## src/rtl/fsc_pkg.sv

```systemverilog
package fsc_pkg;

  typedef enum logic [1:0] {
    ST_IDLE  = 2'd0,
    ST_FETCH = 2'd1,
    ST_DRAIN = 2'd2
  } fsc_state_e;

  localparam int BEATS_W = 5;
  localparam int OPT_W   = 12;

  // Highest set select bit wins; an empty select means single beats.
  function automatic logic [BEATS_W-1:0] sel_to_beats(input logic [4:0] sel);
    logic [BEATS_W-1:0] b;
    b = 5'd1;
    for (int i = 0; i < 5; i++) begin
      if (sel[i]) b = 5'(1 << i);
    end
    return b;
  endfunction

endpackage

```

## src/rtl/fsc_bus_opt.sv

```systemverilog
module fsc_bus_opt
  import fsc_pkg::*;
(
  input  logic [OPT_W-1:0]   bus_opt,
  output logic [BEATS_W-1:0] burst_beats,
  output logic [BEATS_W-1:0] out_limit
);

  logic [3:0] lim_field;

  assign lim_field   = bus_opt[11:8];
  assign burst_beats = sel_to_beats(bus_opt[4:0]);
  // A zero limit would stall forever; it is treated as one.
  assign out_limit   = (lim_field == 4'd0) ? 5'd1 : {1'b0, lim_field};

endmodule

```

## src/rtl/fsc_credit.sv

```systemverilog
module fsc_credit
  import fsc_pkg::*;
(
  input  logic               clk,
  input  logic               rst_n,
  input  logic               issue,
  input  logic               retire,
  input  logic [BEATS_W-1:0] limit,
  output logic               can_issue,
  output logic               idle
);

  logic [BEATS_W-1:0] cnt_q, cnt_d;
  logic               cnt_en;

  always_comb begin
    cnt_en = issue ^ retire;
    cnt_d  = cnt_q;
    if (issue && !retire)      cnt_d = cnt_q + 5'd1;
    else if (!issue && retire) cnt_d = cnt_q - 5'd1;
  end

  always_ff @(posedge clk or negedge rst_n) begin
    if (!rst_n)      cnt_q <= '0;
    else if (cnt_en) cnt_q <= cnt_d;
  end

  assign can_issue = (cnt_q < limit);
  assign idle      = (cnt_q == '0);

  p_no_overflow_r7: assert property (@(posedge clk) disable iff (!rst_n)
    issue |-> (cnt_q < limit));

  p_no_underflow_r9: assert property (@(posedge clk) disable iff (!rst_n)
    retire |-> (cnt_q != '0));

endmodule

```

## src/rtl/fsc_walker.sv

```systemverilog
module fsc_walker
  import fsc_pkg::*;
#(
  parameter int ADDR_W  = 32,
  parameter int LEN_W   = 16,
  parameter int CNT_W   = 12,
  parameter int BEAT_SH = 3
) (
  input  logic               clk,
  input  logic               rst_n,
  input  logic               load,
  input  logic               step,
  input  logic [ADDR_W-1:0]  base,
  input  logic [LEN_W-1:0]   line_len,
  input  logic [LEN_W-1:0]   pitch,
  input  logic [CNT_W-1:0]   line_cnt,
  input  logic [BEATS_W-1:0] burst_beats,
  output logic [ADDR_W-1:0]  cur_addr,
  output logic [BEATS_W-1:0] cur_beats,
  output logic               last_req
);

  logic [ADDR_W-1:0] line_addr_q, line_addr_d;
  logic [ADDR_W-1:0] cur_addr_q,  cur_addr_d;
  logic [LEN_W-1:0]  len_beats_q, len_beats_d;
  logic [LEN_W-1:0]  left_q,      left_d;
  logic [LEN_W-1:0]  pitch_q,     pitch_d;
  logic [CNT_W-1:0]  lines_q,     lines_d;
  logic              line_end;
  logic              walk_en;

  always_comb begin
    if (left_q < LEN_W'(burst_beats)) cur_beats = left_q[BEATS_W-1:0];
    else                              cur_beats = burst_beats;
  end

  assign line_end = (left_q == LEN_W'(cur_beats));
  assign last_req = line_end && (lines_q == '0);
  assign walk_en  = load | step;

  always_comb begin
    line_addr_d = line_addr_q;
    cur_addr_d  = cur_addr_q;
    len_beats_d = len_beats_q;
    left_d      = left_q;
    pitch_d     = pitch_q;
    lines_d     = lines_q;
    if (load) begin
      line_addr_d = base;
      cur_addr_d  = base;
      len_beats_d = line_len >> BEAT_SH;
      left_d      = line_len >> BEAT_SH;
      pitch_d     = pitch;
      lines_d     = line_cnt;
    end else if (step) begin
      if (line_end) begin
        if (lines_q != '0) begin
          line_addr_d = line_addr_q + ADDR_W'(pitch_q);
          cur_addr_d  = line_addr_q + ADDR_W'(pitch_q);
          left_d      = len_beats_q;
          lines_d     = lines_q - 1'b1;
        end else begin
          left_d      = '0;
        end
      end else begin
        cur_addr_d = cur_addr_q + (ADDR_W'(cur_beats) << BEAT_SH);
        left_d     = left_q - LEN_W'(cur_beats);
      end
    end
  end

  always_ff @(posedge clk or negedge rst_n) begin
    if (!rst_n) begin
      line_addr_q <= '0;
      cur_addr_q  <= '0;
      len_beats_q <= '0;
      left_q      <= '0;
      pitch_q     <= '0;
      lines_q     <= '0;
    end else if (walk_en) begin
      line_addr_q <= line_addr_d;
      cur_addr_q  <= cur_addr_d;
      len_beats_q <= len_beats_d;
      left_q      <= left_d;
      pitch_q     <= pitch_d;
      lines_q     <= lines_d;
    end
  end

  assign cur_addr = cur_addr_q;

  p_tail_fits_r6: assert property (@(posedge clk) disable iff (!rst_n)
    step |-> (LEN_W'(cur_beats) <= left_q));

  p_line_step_r3: assert property (@(posedge clk) disable iff (!rst_n)
    (step && line_end && lines_q != '0) |=> (cur_addr_q == $past(line_addr_q) + ADDR_W'($past(pitch_q))));

endmodule

```

## src/rtl/fb_scan_fetch.sv

```systemverilog
module fb_scan_fetch
  import fsc_pkg::*;
#(
  parameter int ADDR_W  = 32,
  parameter int LEN_W   = 16,
  parameter int CNT_W   = 12,
  parameter int BEAT_SH = 3
) (
  input  logic               clk,
  input  logic               rst_n,
  input  logic [ADDR_W-1:0]  cfg_base,
  input  logic [LEN_W-1:0]   cfg_line_len,
  input  logic [LEN_W-1:0]   cfg_pitch,
  input  logic [CNT_W-1:0]   cfg_line_cnt,
  input  logic [OPT_W-1:0]   cfg_bus_opt,
  input  logic               frame_start,
  output logic               req_valid,
  output logic [ADDR_W-1:0]  req_addr,
  output logic [BEATS_W-1:0] req_beats,
  input  logic               req_grant,
  input  logic               rsp_valid,
  input  logic               rsp_err,
  output logic [1:0]         evt
);

  fsc_state_e         state_q, state_d;
  logic [BEATS_W-1:0] burst_beats;
  logic [BEATS_W-1:0] out_limit;
  logic               can_issue;
  logic               credit_idle;
  logic               issue;
  logic               load;
  logic               last_req;
  logic               bus_err;
  logic               evt_end_q, evt_end_d;
  logic               evt_err_q, evt_err_d;

  fsc_bus_opt u_opt (
    .bus_opt     (cfg_bus_opt),
    .burst_beats (burst_beats),
    .out_limit   (out_limit)
  );

  fsc_credit u_credit (
    .clk       (clk),
    .rst_n     (rst_n),
    .issue     (issue),
    .retire    (rsp_valid),
    .limit     (out_limit),
    .can_issue (can_issue),
    .idle      (credit_idle)
  );

  fsc_walker #(
    .ADDR_W  (ADDR_W),
    .LEN_W   (LEN_W),
    .CNT_W   (CNT_W),
    .BEAT_SH (BEAT_SH)
  ) u_walk (
    .clk         (clk),
    .rst_n       (rst_n),
    .load        (load),
    .step        (issue),
    .base        (cfg_base),
    .line_len    (cfg_line_len),
    .pitch       (cfg_pitch),
    .line_cnt    (cfg_line_cnt),
    .burst_beats (burst_beats),
    .cur_addr    (req_addr),
    .cur_beats   (req_beats),
    .last_req    (last_req)
  );

  assign req_valid = (state_q == ST_FETCH) && can_issue;
  assign issue     = req_valid && req_grant;
  assign load      = (state_q == ST_IDLE) && frame_start;
  assign bus_err   = rsp_valid && rsp_err && (state_q != ST_IDLE);

  always_comb begin
    state_d   = state_q;
    evt_end_d = 1'b0;
    evt_err_d = bus_err;
    case (state_q)
      ST_IDLE:  if (frame_start) state_d = ST_FETCH;
      ST_FETCH: if (bus_err || (issue && last_req)) state_d = ST_DRAIN;
      ST_DRAIN: if (credit_idle) begin
                  state_d   = ST_IDLE;
                  evt_end_d = 1'b1;
                end
      default:  state_d = ST_IDLE;
    endcase
  end

  always_ff @(posedge clk or negedge rst_n) begin
    if (!rst_n) begin
      state_q   <= ST_IDLE;
      evt_end_q <= 1'b0;
      evt_err_q <= 1'b0;
    end else begin
      state_q   <= state_d;
      evt_end_q <= evt_end_d;
      evt_err_q <= evt_err_d;
    end
  end

  assign evt = {evt_err_q, evt_end_q};

  p_req_hold_r8: assert property (@(posedge clk) disable iff (!rst_n)
    (req_valid && !req_grant && !bus_err) |=> (req_valid && $stable(req_addr) && $stable(req_beats)));

  p_abort_r10: assert property (@(posedge clk) disable iff (!rst_n)
    bus_err |=> !req_valid);

  p_burst_bound_r5: assert property (@(posedge clk) disable iff (!rst_n)
    req_valid |-> (req_beats != '0 && req_beats <= burst_beats));

  p_end_drained_r9: assert property (@(posedge clk) disable iff (!rst_n)
    evt[0] |-> (credit_idle && !req_valid));

  p_end_single_r9: assert property (@(posedge clk) disable iff (!rst_n)
    evt[0] |=> !evt[0]);

endmodule

```

## config.mk

```make
export PLATFORM = sky130hd
export DESIGN_NAME = fb_scan_fetch
export DESIGN_NICKNAME = d
export VERILOG_FILES = /design/src/rtl/fsc_pkg.sv /design/src/rtl/fsc_bus_opt.sv /design/src/rtl/fsc_credit.sv /design/src/rtl/fsc_walker.sv /design/src/rtl/fb_scan_fetch.sv
export SDC_FILE = /design/constraint.sdc
export NUM_CORES = 1
export LEC_CHECK = 0
export BUFFER_PORTS_ARGS = -buffer_cell sky130_fd_sc_hd__buf_2
export CORE_ASPECT_RATIO = 0.7
export CORE_MARGIN = 2
export CORE_UTILIZATION = 58
export DETAILED_ROUTE_END_ITERATION = 8
export PLACE_DENSITY = 0.87
export SETUP_SLACK_MARGIN = 0.15
export SYNTH_ARGS = -nofsm -noshare
export SYNTH_HDL_FRONTEND = slang
export SYNTH_SLANG_ARGS = --single-unit
```

## constraint.sdc

```tcl
create_clock -name clk -period 5.1 [get_ports clk]
set_clock_uncertainty 0.15 [all_clocks]
set_input_delay 0.51 -clock clk [delete_from_list [all_inputs] [get_ports clk]]
set_output_delay 0.51 -clock clk [all_outputs]
set_load 0.02 [all_outputs]
```

* Yosys cells after proc, flatten, opt, wreduce, memory -nomap -nowiden
Index checks and enable logic that the tools add are counted.
** Storage, ports and cells
- Word-level logic and storage cells :: 84
- Memories :: 0
- Output and inout bits :: 40
- Flip-flop bits (word level) :: 130
- Memory bits (writable) :: 0
- Latch bits :: 0
- Input bits :: 94
- ROM bits :: 0
** Operators by class
- Reduce and logical (&&, ||, !) cells :: 28
- Magnitude comparators :: 2
- Multiply operators :: 0
- Equality and inequality tests :: 7
- Multiplexer cells :: 29
- Bitwise gates (word level) :: 2
- $add $sub $neg :: 6
- Div/mod/pow operators :: 0
- Shifts and indexed selects :: 0
** Operators by type and width (count)
- $mux W32 :: 7
- $mux W12 :: 4
- $mux W16 :: 3
- $add A32 B16 Y32 :: 1
- $add A32 B8 Y32 :: 1
- $mux W5 :: 4
- $eq A16 B5 Y1 :: 1
- $lt A16 B5 Y1 :: 1
- $sub A16 B5 Y16 :: 1
- $mux W13 :: 1
- $logic_not A12 Y1 :: 1
- $reduce_bool A12 Y1 :: 1
- $sub A12 B1 Y12 const B :: 1
- $reduce_bool A2 Y1 :: 5
- $logic_and A1 B1 Y1 :: 9
- $mux W2 :: 4
- $mux W4 :: 2
- $pmux W2 S3 :: 1
- $reduce_and A2 Y1 :: 3
- $reduce_and A3 Y1 :: 2
- $add A5 B1 Y5 const B :: 1
- $logic_not A5 Y1 :: 1
- $lt A5 B4 Y1 :: 1
- $sub A5 B1 Y5 const B :: 1
- other kinds (14) :: 17

* Logic depth before layout (Yosys ltp)
Gate-level depths: netlist (run 1).
- Depth after elaboration :: 12
- Gate-level depth with buffers :: 22
- Gate-level depth less buffers :: 19

* Hierarchy
Synthesis (run 1) repeated with hierarchy kept, for this count alone.
** Unflattened totals
- Cell total of the unflattened synthesis :: 991
- Area total of the unflattened synthesis :: 8735.9 um^2
** Modules (own cells, without submodules)
- fsc_walker :: cells an instance 905, times used 1, area an instance 7950.1 um^2
- fsc_credit :: cells an instance 55, times used 1, area an instance 504.2 um^2
- fb_scan_fetch :: cells an instance 19, times used 1, area an instance 198.9 um^2
- fsc_bus_opt :: cells an instance 12, times used 1, area an instance 82.6 um^2

* Worst setup path before layout (run 1)
OpenSTA, ideal clock, no wires.
- Path kind :: input-to-reg
- From :: input cfg_bus_opt[4]
- To :: register u_walk.cur_addr_q[30] (netlist: u_walk.cur_addr[30])
- Arrival time :: 5.119 ns
- Setup slack :: -0.292 ns
- Stages on the path :: 19
- Path buffers :: 4
- Required time :: 4.828 ns
- Setup time :: 0.122 ns
- Cell sequence :: clkbuf_1 > or3b_1 > clkbuf_1 > ha_1 > a21o_1 > a31oi_1 > nand3_1 > clkbuf_1 > o21ai_0 > ha_1 > maj3_1 > a21oi_1 > mux2_4 > maj3_2 > o32a_1 > buf_2 > or4_1 > a21oi_1 > nor3_1
** On the way
- Word-level cells in the longest chain between the ends :: 7
- Elaborated cells between the ends (all ways) :: 10
- Those cells by class :: 1 x add/sub; 1 x order compare; 2 x eq/ne; 5 x mux; 1 x reduce/logical
** RTL lines
- start: declaration :: line fb_scan_fetch.sv:15 : input logic [OPT_W-1:0] cfg_bus_opt,
- $mux W5 * :: line fsc_pkg.sv:17 : if (sel[i]) b = 5'(1 << i);
- $lt A16 B5 Y1 :: line fsc_walker.sv:33 : if (left_q < LEN_W'(burst_beats)) cur_beats = left_q[BEATS_W-1:0];
- $mux W5 * :: line fsc_walker.sv:33
- named net req_beats[0] :: line fb_scan_fetch.sv:19 : output logic [BEATS_W-1:0] req_beats,
- $add A32 B8 Y32 / $eq A16 B5 Y1 (equally long branches) :: line fsc_walker.sv:66, fsc_walker.sv:37
- $mux W32 :: line fsc_walker.sv:56 : if (line_end) begin
- $mux W32 :: line fsc_walker.sv:55 : end else if (step) begin
- $mux W32 :: line fsc_walker.sv:48 : if (load) begin
- end signal: assignment :: line fsc_walker.sv:82 : cur_addr_q <= cur_addr_d;
- end: declaration :: line fsc_walker.sv:24 : logic [ADDR_W-1:0] cur_addr_q, cur_addr_d;
The timed path passes the listed nets; every way through them passes the cells marked *. The select of a mux whose other input is x is not followed.
A chain may end at the register's enable or synchronous reset.

* Worst setup path after layout (run 1)
- From :: input cfg_bus_opt[3]
- To :: register u_walk.cur_addr_q[31] (netlist: u_walk.cur_addr[31])
** On the way
- Word-level cells in the longest chain between the ends :: 8
- Elaborated cells between the ends (all ways) :: 11
- Those cells by class :: 1 x add/sub; 1 x order compare; 2 x eq/ne; 6 x mux; 1 x reduce/logical
** RTL lines (line)
- $mux W4 * :: fsc_pkg.sv:17
- $mux W5 * :: fsc_pkg.sv:17
- $lt A16 B5 Y1 :: fsc_walker.sv:33
- $mux W5 * :: fsc_walker.sv:33
- $add A32 B8 Y32 / $eq A16 B5 Y1 (equally long branches) :: fsc_walker.sv:66, fsc_walker.sv:37
- $mux W32 :: fsc_walker.sv:56
- $mux W32 :: fsc_walker.sv:55
- $mux W32 :: fsc_walker.sv:48
Mark *: on every way between the ends. The rest lies on a longest branch, timed or not. The select of a mux whose other input is x is not followed.

==> results of run 1 <==
layer usage:
metal | wire length, um | GRT usage [%]
met1 | 11500 | 51.1
met2 | 11800 | 51.7
met3 | 3630 | 8.81
met4 | 1020 | 12.8
met5 | 0 | 0
state kept, by name (all words and copies together) (netlist names):
signal	cells
evt_end_q	1
evt_err_q	1
state_q	2
u_credit.cnt_q	5
u_walk.cur_addr	32
u_walk.left_q	16
u_walk.len_beats_q	13
u_walk.line_addr_q	32
u_walk.lines_q	12
u_walk.pitch_q	16
area by class of cell:
cell class,count,area [sq um]
multi-input combinational,877,5240
timing repair buffer,158,877
inverter,32,120
tap,195,244
clock inverter,13,149
fill,1159,4450
clock buffer,19,443
sequential,130,3250
how the worst min path moves through the flow:
stage / endpoint / depth (start not counted) / from
after floorplan: evt_end_q / 0 / rst_n
after global placement: u_walk.len_beats_q[1] / 2 / u_walk.len_beats_q[1]
after detailed placement: u_walk.len_beats_q[1] / 2 / u_walk.len_beats_q[1]
after CTS: u_walk.cur_addr[21] / 1 / rst_n
after global routing: u_walk.pitch_q[0] / 3 / cfg_pitch[0]
final: u_walk.left_q[4] / 1 / rst_n
power by group:
part	leakage [nW]	internal, mW	switching [mW]
logic	2.84	1.28	2.08
clock network	0.287	0.741	0.510
registers	1.59	1.48	0.516
total	4.72	3.50	3.10
cell usage after synthesis, drive strengths merged (6+ instances only):
cell type	n
a211oi	10
a21o	17
a21oi	91
a22oi	10
a31oi	20
and2	9
and3	14
buf	16
clkbuf	47
dfrtp	130
ha	33
inv	31
nand2	203
nand3	26
nand4	14
nor2	87
nor3	27
nor4	7
o211ai	14
o21a	9
o21ai	90
o21bai	6
o22ai	18
o311ai	6
o41ai	7
or3	11
xnor2	29
xor2	15
logic make-up after synthesis:
kind of cell,after synthesis,share of synthesized area (%)
mux,5,0.638
simple gates,433,22.5
fa+ha+maj,40,5.71
flops,130,36.8
compound gates,355,25.7
xor+xnor,44,4.36
buf+inv,95,4.25
metrics by stage:
stage | utilization [%] | cell area (sq um)
final | 69.9 | 10300
after global routing | 69.9 | 10300
after CTS | 69.9 | 10300
after detailed placement | 65.9 | 9730
after global placement | 65.9 | 9730
after floorplan | - | 8850
==> metrics, run 1 <==
Mean Syn Cell Area 8.01 sq um; Hold Fails Final Rpt 0; post-route minimum period 4.64 ns; num ports 134; Total Power 6.60 mW; max frequency 215 MHz; # H-tree levels 4; vias per cell 6.61; final setup fails 0; antenna violations before repair 0; Port Buffer Count 126; worst-path fanout max 20; WP data required 5.26 ns; Routability Congestion 0.938; Synth Warn # 0; max-capacitance violation count 0; Post-synth EDFFs 0; reg2reg start u_walk.left_q[2]; kind of critical path in -> reg; fin crit share 91.0%; Place WS 0.221 ns; final std cells w/o fill 1424; worst reg2reg path depth 17; Area growth, synth to finish 16.9%; Leakage 4.72 nW; Synth cell types 82; Sum Neg Setup Slack 0 ns; largest net degree at the start of global routing 103; delay-heaviest family, CP compound AO/OA/AOI/OAI gates; startpoint type of the worst setup path input pin; fin worst setup slack 0.457 ns; CP Capture Type register; status finished clean; most frequent cells in the layout 202 x nand2_1, 130 x dfrtp_1, 125 x buf_2, 90 x a21oi_1; remaining antenna violation count 0; CTS Hold Bufs 0; worst rel slew slack 33.8%; Ant. Diodes 0; die area 16200 sq um; Hold Path Class in -> async; GRT Util Overall 35.5%; critical path cell sequence buf_2 > nor2b_1 > inv_1 > ha_1 > a21o_1 > a31oi_1 > and3_4 > nand2_1 > o21ai_2 > xor2_1 > ha_1 > a21o_1 > a21o_1 > maj3_1 > o21ai_0 > a31oi_2 > nand3_1 > o311a_1 > a21oi_1 > o21ai_0; CP arrival 4.80 ns; Worst-Skew Late Latency 0.43 ns; Setup crit start cfg_bus_opt[3]; Initial Util 59.8%; Pwr Density 639 nW/um^2; core area 14800 sq um; share of layout cells above drive strength 1 17.2%; die height 107 um; most common cell after layout, fill and taps aside nand2_1; drt pass-1 iters 7; WP buf/inv 2; total gr overflow 0; Slew Viols, Final 0; synthesized area 8830 sq um; most frequent CP cell a21o_1; drt first-iter violations 1250; Worst path depth 20; first-pass GRT wire length 45000 um; Slew @ Worst Pin 0.994 ns; Die X 151 um; Mapped Nets 1231; number of global-route vias before repair 8678; r2r endpoint u_walk.cur_addr[31]; CP max stage cell a31oi_2; area share of the largest cell type after synthesis 36.8%; main flop type after synthesis dfrtp_1; post-CTS resize count 0; total number of vias 9416; Max rail drop VDD 0.336 mV; Layout Nets 1345; RSZ-0062 raised after global routing false; top post-synthesis cells by area dfrtp_1 37%, nand2_1 8.6%, a21oi_1 5.1%, o21ai_0 4.9%, ha_1 4.7%; count of state elements after synthesis 130; hold slack 0.0167 ns; CTS tree yes; Rows 37; hpwl dp 19700 um; Root Buffer clkbuf_16; Mapped Cells 1102; R2R Setup Slk 0.58 ns; clock sinks 130; post-CTS setup buffer count 0; Synth area leader dfrtp_1; Num CTS Buffers 17; Setup crit end u_walk.cur_addr[31]; crit-path max cell delay 0.53 ns; WL per Instance 19.7 um; remaining routing DRC violations 0; CTS clk-pin slew, worst paths 0.06 ns; Seq/Total Area, Yosys 36.8%; Placed Cells 1392; ys async rst share 100%; Total Routed Length 28000 um; CTS Buffer Depth 2
(Power assumes the default switching activity.)
==> run 2: changes to the inputs <==
--- a/config.mk
+++ b/config.mk
@@ -11,6 +11,7 @@
 export CORE_UTILIZATION = 58
 export DETAILED_ROUTE_END_ITERATION = 8
 export PLACE_DENSITY = 0.87
+export RECOVER_POWER = 100
 export SETUP_SLACK_MARGIN = 0.15
 export SYNTH_ARGS = -nofsm -noshare
 export SYNTH_HDL_FRONTEND = slang
==> run 2 against run 1 <==
The run now ends with capacitance limit, slew limit left; global-route usage is the same; via count down 0.51%; non-clock buffer count did not move; combinational power down 1%; final area fell by 1.0%; critical endpoint is now u_walk.cur_addr[28]; largest cell class unchanged; highest routed layer unchanged.
==> metrics, run 2 (same netlist as run 1, synthesis figures left out) <==
failing checks capacitance limit, slew limit; core area 14800 sq um (unchanged); Ant. Diodes 0 (unchanged); status finished, violations left (was finished clean); Max rail drop VDD 0.336 mV (about the same); CP Capture Type register (unchanged); RSZ-0062 raised after global routing false (unchanged); Root Buffer clkbuf_16 (unchanged); clock sinks 130 (unchanged); drt pass-1 iters 7 (unchanged); max frequency 213 MHz (was 215 MHz); final setup fails 0 (unchanged); GRT Util Overall 35.5% (unchanged); post-route minimum period 4.70 ns (was 4.64 ns); die area 16200 sq um (unchanged); Slew @ Worst Pin 2.60 ns (was 0.994 ns); WP data required 5.28 ns (was 5.26 ns); drt first-iter violations 1236 (was 1250); antenna violations before repair 0 (unchanged); total gr overflow 0 (unchanged); fin worst setup slack 0.395 ns (was 0.457 ns); vias per cell 6.58 (was 6.61); # H-tree levels 4 (unchanged); Leakage 4.56 nW (was 4.72 nW); Rows 37 (unchanged); WL per Instance 19.6 um (was 19.7 um); remaining antenna violation count 0 (unchanged); Sum Neg Setup Slack 0 ns (unchanged); largest net degree at the start of global routing 103 (unchanged); Fill cells 1199 (was 1159); Area growth, synth to finish 15.7% (was 16.9%); number of global-route vias before repair 8678 (unchanged); post-placement cell area 9730 sq um (unchanged); Num CTS Buffers 17 (unchanged); total number of vias 9368 (was 9416); Multi-input gate area 5220 sq um (was 5240 sq um); worst rel slew slack -73.2% (was 33.8%); remaining routing DRC violations 0 (unchanged); share of layout cells above drive strength 1 13.2% (was 17.2%); kind of critical path in -> reg (unchanged); most common cell after layout, fill and taps aside nand2_1 (unchanged); post-CTS resize count 0 (unchanged); num ports 134 (unchanged); Hold Fails Final Rpt 0 (unchanged); CP arrival 4.88 ns (was 4.80 ns); Initial Util 59.8% (unchanged); Slew Viols, Final 202 (was 0); CTS tree yes (unchanged); final std cells w/o fill 1424 (unchanged); CTS Buffer Depth 2 (unchanged); design area 10200 sq um (was 10300 sq um); die height 107 um (unchanged); Place WS 0.221 ns (unchanged); Pwr Density 641 nW/um^2 (was 639 nW/um^2); fin crit share 92.2% (was 91.0%); most frequent cells in the layout 202 x nand2_1, 130 x dfrtp_1, 91 x a21oi_1, 90 x buf_2, 88 x o21ai_0 (was 202 x nand2_1, 130 x dfrtp_1, 125 x buf_2, 90 x a21oi_1); first-pass GRT wire length 45000 um (unchanged); CTS clk-pin slew, worst paths 0.06 ns (about the same); max-capacitance violation count 3 (was 0); Total Routed Length 28000 um (about the same); worst-path fanout max 14 (was 20); hold slack 0.117 ns (was 0.0167 ns); startpoint type of the worst setup path input pin (unchanged); CTS Hold Bufs 0 (unchanged); Hold Path Class in -> reg (was in -> async); Worst-Skew Late Latency 0.43 ns (about the same); post-CTS setup buffer count 0 (unchanged); Routability Congestion 0.938 (unchanged); register area 3250 sq um (unchanged); Port Buffer Count 126 (unchanged); hpwl dp 19700 um (unchanged); Die X 151 um (unchanged); Layout Nets 1345 (unchanged); Placed Cells 1392 (unchanged)
==> run 2: cell count changes in the layout (fill, tap and decap cells not counted), moves of 2 or more <==
cell | previous run | this run
buf_2 | 125 | 90
o21ai_1 | 4 | 1
clkbuf_2 | 0 | 2
buf_4 | 32 | 22
o21ai_0 | 84 | 88
clkbuf_1 | 1 | 45
==> run 2: worst max-delay path, stage by stage <==
cell	delay [ns]
buf_2	0.23
nor2b_1	0.25
inv_1	0.07
ha_1	0.29
a21o_1	0.16
a31oi_1	0.29
nand3_1	0.17
o21ai_0	0.41
ha_1	0.33
maj3_1	0.20
a21oi_1	0.07
mux2_4	0.30
maj3_1	0.41
o32a_1	0.38
clkbuf_1	0.23
o211ai_1	0.21
a21oi_1	0.10
nor4bb_1	0.29
==> run 2: final cells by class <==
type | instances | share of cell area, %
Clock buffer | 19 | 4.34
Clock inverter | 13 | 1.46
Inverter | 32 | 1.18
Multi-Input combinational cell | 877 | 51.1
Sequential cell | 130 | 31.8
Tap cell | 195 | 2.39
Timing Repair Buffer | 158 | 7.74
==> run 2: through the flow <==
step / power [mW] / utilization (%)
5_1_grt: 7.01 / 69.2
2_1_floorplan: 4.22 / -
3_3_place_gp: 5.06 / 65.9
6_report: 6.55 / 69.2
4_1_cts: 6.48 / 69.9
3_5_place_dp: 5.19 / 65.9
==> run 2: routing by layer <==
| metal | track usage, % | routed length (um) | up-vias |
|---|---|---|---|
| met5 | 0 | 0 | - |
| met4 | 12.8 | 1040 | 0 |
| met3 | 8.81 | 3600 | 102 |
| met2 | 51.7 | 11800 | 667 |
| met1 | 51.1 | 11500 | 4354 |
| li1 | - | - | 4245 |
==> run 2: report_power, final <==
part	switching, mW	internal, mW	total, mW
Sequential	0.517	1.48	2.00
Clock	0.511	0.741	1.25
Combinational	2.06	1.24	3.30
==> run 2: worst paths after layout <==
path | from | to | slack, ns | cells after the start
worst max-delay path | cfg_bus_opt[3] | u_walk.cur_addr[28] | 0.40 | 18
worst min-delay path | cfg_pitch[1] | u_walk.pitch_q[1] | 0.12 | 3
worst max register to register | u_walk.left_q[2] | u_walk.cur_addr[28] | 0.51 | 15
worst min register to register | u_walk.len_beats_q[1] | u_walk.len_beats_q[1] | 0.33 | 2
max in group asynchronous | rst_n | u_walk.lines_q[11] | 1.53 | 2
min in group asynchronous | rst_n | u_walk.left_q[4] | 0.71 | 1
